[src/rtl/wnb_pkg.sv]
package wnb_pkg;
  typedef enum logic [1:0] {
    REG_EXT  = 2'd0,
    REG_ROM  = 2'd1,
    REG_RAM  = 2'd2,
    REG_FAST = 2'd3
  } region_e;

  typedef enum logic [1:0] {
    PH_IDLE = 2'd0,
    PH_LO   = 2'd1,
    PH_HI   = 2'd2,
    PH_DONE = 2'd3
  } phase_e;
endpackage

[src/rtl/wnb_decode.sv]
module wnb_decode
  import wnb_pkg::*;
#(
  parameter int AW            = 16,
  parameter int ROM_BYTES     = 8192,
  parameter int RAM_BASE      = 'h8300,
  parameter int RAM_BYTES     = 256,
  parameter bit HAS_FAST      = 1'b1,
  parameter int FAST_LO_START = 'h2000,
  parameter int FAST_LO_LAST  = 'h3FFF,
  parameter int FAST_HI_START = 'hA000
) (
  input  logic [AW-1:0] addr,
  input  logic          fast_en,
  output region_e       region
);
  localparam logic [AW:0] ROM_LIM  = (AW+1)'(ROM_BYTES);
  localparam logic [AW:0] RAM_LO   = (AW+1)'(RAM_BASE);
  localparam logic [AW:0] RAM_LIM  = (AW+1)'(RAM_BASE + RAM_BYTES);
  localparam logic [AW:0] FLO_LO   = (AW+1)'(FAST_LO_START);
  localparam logic [AW:0] FLO_HI   = (AW+1)'(FAST_LO_LAST);
  localparam logic [AW:0] FHI_LO   = (AW+1)'(FAST_HI_START);

  logic [AW:0] a_x;
  logic        in_rom, in_ram, in_fast;

  assign a_x    = {1'b0, addr};
  assign in_rom = (a_x < ROM_LIM);
  assign in_ram = (a_x >= RAM_LO) && (a_x < RAM_LIM);

  generate
    if (HAS_FAST) begin : g_fast
      assign in_fast = fast_en &&
                       (((a_x >= FLO_LO) && (a_x <= FLO_HI)) || (a_x >= FHI_LO));
    end else begin : g_nofast
      logic unused_en;
      assign unused_en = fast_en;
      assign in_fast   = 1'b0;
    end
  endgenerate

  always_comb begin
    if (in_rom)       region = REG_ROM;
    else if (in_ram)  region = REG_RAM;
    else if (in_fast) region = REG_FAST;
    else              region = REG_EXT;
  end
endmodule

[src/rtl/wnb_seq.sv]
module wnb_seq
  import wnb_pkg::*;
#(
  parameter int AW        = 16,
  parameter int DW        = 16,
  parameter int BYTE_CLKS = 3
) (
  input  logic          clk,
  input  logic          rst,
  input  logic          start,
  input  logic          we,
  input  logic [AW-1:1] word_addr,
  input  logic [DW-1:0] wdata,
  input  logic [DW/2-1:0] ext_rdata,
  output logic          idle,
  output logic          busy,
  output logic          done,
  output logic [AW-1:0] ext_addr,
  output logic [DW/2-1:0] ext_wdata,
  output logic          ext_rd,
  output logic          ext_wr,
  output logic [DW-1:0] hold
);
  localparam int BW = DW / 2;
  localparam int CW = $clog2(BYTE_CLKS + 1);
  localparam logic [CW-1:0] LAST = CW'(BYTE_CLKS - 1);

  phase_e        phase;
  logic [CW-1:0] cnt;
  logic [AW-1:1] addr_q;
  logic [DW-1:0] data_q;
  logic          we_q;
  logic          lane_hi;
  logic          last_clk;

  assign idle     = (phase == PH_IDLE);
  assign done     = (phase == PH_DONE);
  assign busy     = (phase == PH_LO) || (phase == PH_HI);
  assign lane_hi  = (phase == PH_HI);
  assign last_clk = busy && (cnt == LAST);

  always_ff @(posedge clk) begin
    if (rst) begin
      phase <= PH_IDLE;
      cnt   <= '0;
      we_q  <= 1'b0;
    end else begin
      case (phase)
        PH_IDLE: if (start) begin
          addr_q <= word_addr;
          data_q <= wdata;
          we_q   <= we;
          cnt    <= '0;
          phase  <= PH_LO;
        end
        PH_LO: if (cnt == LAST) begin
          cnt   <= '0;
          phase <= PH_HI;
        end else begin
          cnt <= cnt + 1'b1;
        end
        PH_HI: if (cnt == LAST) begin
          cnt   <= '0;
          phase <= PH_DONE;
        end else begin
          cnt <= cnt + 1'b1;
        end
        default: phase <= PH_IDLE;
      endcase
    end
  end

  // one capture register per byte lane, each loaded at the end of its own cycle
  generate
    for (genvar ln = 0; ln < 2; ln++) begin : g_lane
      always_ff @(posedge clk) begin
        if (last_clk && !we_q && (lane_hi == (ln == 1)))
          hold[ln*BW +: BW] <= ext_rdata;
      end
    end
  endgenerate

  assign ext_addr  = busy ? {addr_q, ~lane_hi} : '0;
  assign ext_wdata = (busy && we_q) ? (lane_hi ? data_q[DW-1:BW] : data_q[BW-1:0]) : '0;
  assign ext_rd    = busy && !we_q;
  assign ext_wr    = busy && we_q;

  a_r4_strobes_exclusive: assert property (@(posedge clk) disable iff (rst)
    !(ext_rd && ext_wr));

  a_r4_count_in_range: assert property (@(posedge clk) disable iff (rst)
    busy |-> (cnt <= LAST));

  a_r3_high_follows_low: assert property (@(posedge clk) disable iff (rst)
    (busy && !ext_addr[0]) |-> $past(busy));

  a_r9_addr_held: assert property (@(posedge clk) disable iff (rst)
    (busy && $past(busy)) |-> $stable(ext_addr[AW-1:1]));

  a_r1_done_after_high: assert property (@(posedge clk) disable iff (rst)
    done |-> ($past(busy) && !$past(ext_addr[0])));
endmodule

[src/rtl/wide_narrow_bridge.sv]
module wide_narrow_bridge
  import wnb_pkg::*;
#(
  parameter int AW        = 16,
  parameter int DW        = 16,
  parameter int BYTE_CLKS = 3,
  parameter int RAM_BASE  = 'h8300
) (
  input  logic          clk,
  input  logic          rst,
  input  logic          fast_en,
  input  logic          cpu_valid,
  input  logic          cpu_we,
  input  logic [AW-1:0] cpu_addr,
  input  logic [DW-1:0] cpu_wdata,
  output logic          cpu_wait,
  output logic [DW-1:0] cpu_rdata,
  output logic [1:0]    fast_sel,
  output logic          fast_we,
  input  logic [DW-1:0] fast_rdata,
  output logic [AW-1:0] ext_addr,
  output logic [DW/2-1:0] ext_wdata,
  output logic          ext_rd,
  output logic          ext_wr,
  input  logic [DW/2-1:0] ext_rdata
);
  region_e       region;
  logic          idle, busy, done;
  logic          start;
  logic [DW-1:0] hold;
  logic          is_fast;

  wnb_decode #(
    .AW       (AW),
    .RAM_BASE (RAM_BASE)
  ) u_decode (
    .addr    (cpu_addr),
    .fast_en (fast_en),
    .region  (region)
  );

  assign is_fast = (region != REG_EXT);
  assign start   = cpu_valid && idle && !is_fast;

  wnb_seq #(
    .AW        (AW),
    .DW        (DW),
    .BYTE_CLKS (BYTE_CLKS)
  ) u_seq (
    .clk       (clk),
    .rst       (rst),
    .start     (start),
    .we        (cpu_we),
    .word_addr (cpu_addr[AW-1:1]),
    .wdata     (cpu_wdata),
    .ext_rdata (ext_rdata),
    .idle      (idle),
    .busy      (busy),
    .done      (done),
    .ext_addr  (ext_addr),
    .ext_wdata (ext_wdata),
    .ext_rd    (ext_rd),
    .ext_wr    (ext_wr),
    .hold      (hold)
  );

  assign cpu_wait  = busy || start;
  assign fast_sel  = (cpu_valid && idle) ? region : REG_EXT;
  assign fast_we   = cpu_valid && idle && is_fast && cpu_we;
  assign cpu_rdata = done ? hold : fast_rdata;

  a_r5_wait_over_strobes: assert property (@(posedge clk) disable iff (rst)
    (ext_rd || ext_wr) |-> cpu_wait);

  a_r5_release_after_seq: assert property (@(posedge clk) disable iff (rst)
    ($past(ext_rd || ext_wr) && !(ext_rd || ext_wr)) |-> !cpu_wait);

  a_r6_fast_no_wait: assert property (@(posedge clk) disable iff (rst)
    (fast_sel != 2'd0) |-> (!cpu_wait && !ext_rd && !ext_wr));

  a_r10_quiet_after_reset: assert property (@(posedge clk) disable iff (rst)
    $past(rst) |-> (!ext_rd && !ext_wr));
endmodule

[config.mk]
export PLATFORM = sky130hd
export DESIGN_NAME = wide_narrow_bridge
export DESIGN_NICKNAME = d
export VERILOG_FILES = /design/src/rtl/wnb_pkg.sv /design/src/rtl/wnb_decode.sv /design/src/rtl/wnb_seq.sv /design/src/rtl/wide_narrow_bridge.sv
export SDC_FILE = /design/constraint.sdc
export NUM_CORES = 1
export LEC_CHECK = 0
export BUFFER_PORTS_ARGS = -buffer_cell sky130_fd_sc_hd__buf_4
export CAP_MARGIN = 40
export CORE_MARGIN = 2
export CORE_UTILIZATION = 40
export CTS_CLUSTER_DIAMETER = 50
export DETAILED_ROUTE_END_ITERATION = 12
export PLACE_DENSITY = 0.7
export SLEW_MARGIN = 20
export SYNTH_ARGS = -nofsm -noshare
export SYNTH_HDL_FRONTEND = slang
export SYNTH_HIERARCHICAL = 1
export SYNTH_SLANG_ARGS = --single-unit
[constraint.sdc]
create_clock -name clk -period 4.9 [get_ports clk]
set_clock_uncertainty 0.05 [all_clocks]
set_input_delay 0.245 -clock clk [delete_from_list [all_inputs] [get_ports clk]]
set_output_delay 0.245 -clock clk [all_outputs]
set_load 0.05 [all_outputs]
==> run metrics <==
share of cells above drive strength 1 0.500; Power Dens Cells 481 mW/mm^2; Gate Count Post-Synth roughly 160; Critical path origin u_seq/phase[1]; Synth area leaders edfxtp_1 61%, mux2_4 6.5%, dfxtp_1 4.3%, and2_1 4.0%, mux2i_1 3.9%; peak supply drop 0.000254 V; Synth Area in Compound Gates 0.0350; Crit path required time roughly 4.6 ns; switching share of total power 0.434; TNS Setup 0 ns; RR Endpoint u_seq/hold[2]; Leak 0.00136 uW; die area 0.00644 mm^2; via count 1,614; critical path endpoint ext_wdata[1]; Core ar. between 0.005 and 0.006 mm^2; Synth Register Bits 52; CTS resizes 0; P&R area growth vs syn 40.3%; min-delay worst type primary input to register; Via density ~4.8; number of fill cells in the layout 484; most common cell in the synthesized netlist edfxtp_1; period utilization 0.515; Post-Synth Simple-Gate Area 0.120; final core occ 0.586; global-route wire length before repair 7.49 mm; post-synthesis mux area share 0.132; Slew HR 0.542; top post-synthesis cells by count 47 x edfxtp_1, 15 x and2_1, 13 x nor2_1; DRC 0; Clk pwr share 0.145; fmax 396 MHz; Setup Buffers After CTS 0; DR pass1 iterations 4; TritonCTS Sinks 52; final net count 333; Ant. Diodes 0; clk buf depth 2; CP arrival 2.23 ns; # port buffers 105; synthesized area 0.00233 mm^2; Synth Area in XOR/XNOR 0; setup violators final 0; RR Startpoint u_seq/phase[1]; asr flop ratio synth 0; sequential fraction of the synthesis area 0.650; number of enable flip-flop cells after synthesis 47; initial antenna violation count 0; unrepaired setup endpoints after global routing false; multi-input logic area 758 um^2; reg2reg path depth 5; P_sw 681 uW; Final ANT Viol Nets 0; CTS Root Cell clkbuf_8; distinct cell type count after synthesis 33; Die W between 80 and 90 um; internal power 889 uW; Max-Cap Viols 0; Slew @ Worst Pin 0.684 ns; Final Hold Viols 0; type of origin of the critical path register; Post-DP HPWL 3.71 mm; final WL 4.86 mm; combinational power share 0.508; DIE HEIGHT 80.3 um; Crit Path Category register to output pin; status finished, final reports clean; sequential share of power 0.347; Synth top area share 0.607; largest net degree at the start of global routing 22; gpl congestion 0.823; wire length per cell 14.4 um; vias in the first global route 1,596; Worst-Skew Late Latency ~0.3 ns; I/O Pins about 110; Starting Density 0.417; register area 0.00151 mm^2; minimum clock period 2.52 ns; GRT Total Usage 0.153; crit-path max FO 20; FP Rows 27; Reg2Reg Setup Slack 2.38 ns; CTS H-tree depth 2; post-route setup slack 2.38 ns; cts bufs inserted 5; Syn Nets roughly 220; TritonCTS clock tree yes; main combinational cell family by area after synthesis multiplexers; Post-Syn Area per Cell about 15 um^2; final slew viol count 0; Ys Warns 6; DR iter-0 viols 62; Pwr Total 1570 uW; total gr overflow 0; pre-CTS setup slack 2.41 ns; post-synthesis adder-cell area fraction 0.0377; dominant synthesized flop cell edfxtp_1; CTS Hold Bufs 0; largest area contributor in the netlist edfxtp_1; Setup crit end kind output pin; Worst-path clk slew 0.09 ns
worst min-delay path by stage:
| stage | endpoint | slack [ns] | cells after the start | startpoint |
|---|---|---|---|---|
| after CTS | u_seq/data_q[15] | 0.06 | 1 | cpu_wdata[15] |
| after floorplan | u_seq/cnt[0] | 0.26 | 1 | rst |
| after global placement | u_seq/addr_q[3] | 0.37 | 1 | cpu_addr[3] |
| final | u_seq/data_q[15] | 0.06 | 1 | cpu_wdata[15] |
| after detailed placement | u_seq/addr_q[4] | 0.37 | 1 | cpu_addr[4] |
| after global routing | u_seq/data_q[10] | 0.05 | 1 | cpu_wdata[10] |
power by group through the flow:
stage / clock network [uW] / logic, uW / registers (uW)
2_1_floorplan: 0 / 574 / 551
3_3_place_gp: 0 / 793 / 552
3_5_place_dp: 0 / 798 / 554
4_1_cts: 235 / 802 / 544
5_1_grt: 251 / 847 / 547
6_report: 228 / 798 / 544
sequential cells by signal, summed over array words and instances (netlist names):
signal / count
u_seq/hold: 16
u_seq/cnt: 2
u_seq/data_q: 16
u_seq/we_q: 1
u_seq/phase: 2
u_seq/addr_q: 15
routing by layer:
layer  GRT usage  wire [um]  up-vias
met1       0.169       1840      735
met5           0          0        -
met2       0.263       2400       83
li1            -          -      789
met4      0.0559         89        0
met3      0.0652        535        7
layout make-up:
class / instances / area share
Clock buffer: 5 / 0.0211
Tap cell: 72 / 0.0276
Clock inverter: 3 / 0.00422
Timing Repair Buffer: 107 / 0.248
Inverter: 3 / 0.00345
Sequential cell: 52 / 0.463
Multi-Input combinational cell: 96 / 0.232
kinds of logic after synthesis:
family / Yosys count
adder cells (fa/ha/maj): 7
AND/OR/NAND/NOR: 51
multiplexers: 25
AO/OA/AOI/OAI: 13
flip-flops: 52
buffers and inverters: 8
placed cells by master, fill, tap and decap left out, types with 3 or more instances in the layout:
cell type	netlist	routed
edfxtp_1	47	47
and2_1	15	15
a21oi_1	4	4
buf_4	1	106
dfxtp_1	5	5
o21ai_0	3	3
clkbuf_8	0	5
mux2_2	6	6
mux2i_1	9	9
mux2_4	10	10
nand2b_1	3	3
nor2b_1	3	3
and3_1	3	3
nor2_1	13	12
nand2_1	5	5
ha_1	7	7
inv_1	3	3
stage by stage:
step | hold WS, ns | instance area (um^2) | instances
final | 0.0638 | 3260 | 338
after global routing | 0.0502 | 3260 | 338
after detailed placement | 0.374 | 3170 | 329
after floorplan | 0.264 | 2330 | 156
after CTS | 0.0552 | 3250 | 337
after global placement | 0.374 | 3170 | 329
critical path, stage by stage (launching register included):
cell and delay [ns]:
dfxtp_1 0.44, inv_1 0.12, ha_1 0.62, nand2_1 0.33
nor2_1 0.20, buf_4 0.22
No activity file was read; power rests on OpenSTA's default activity.
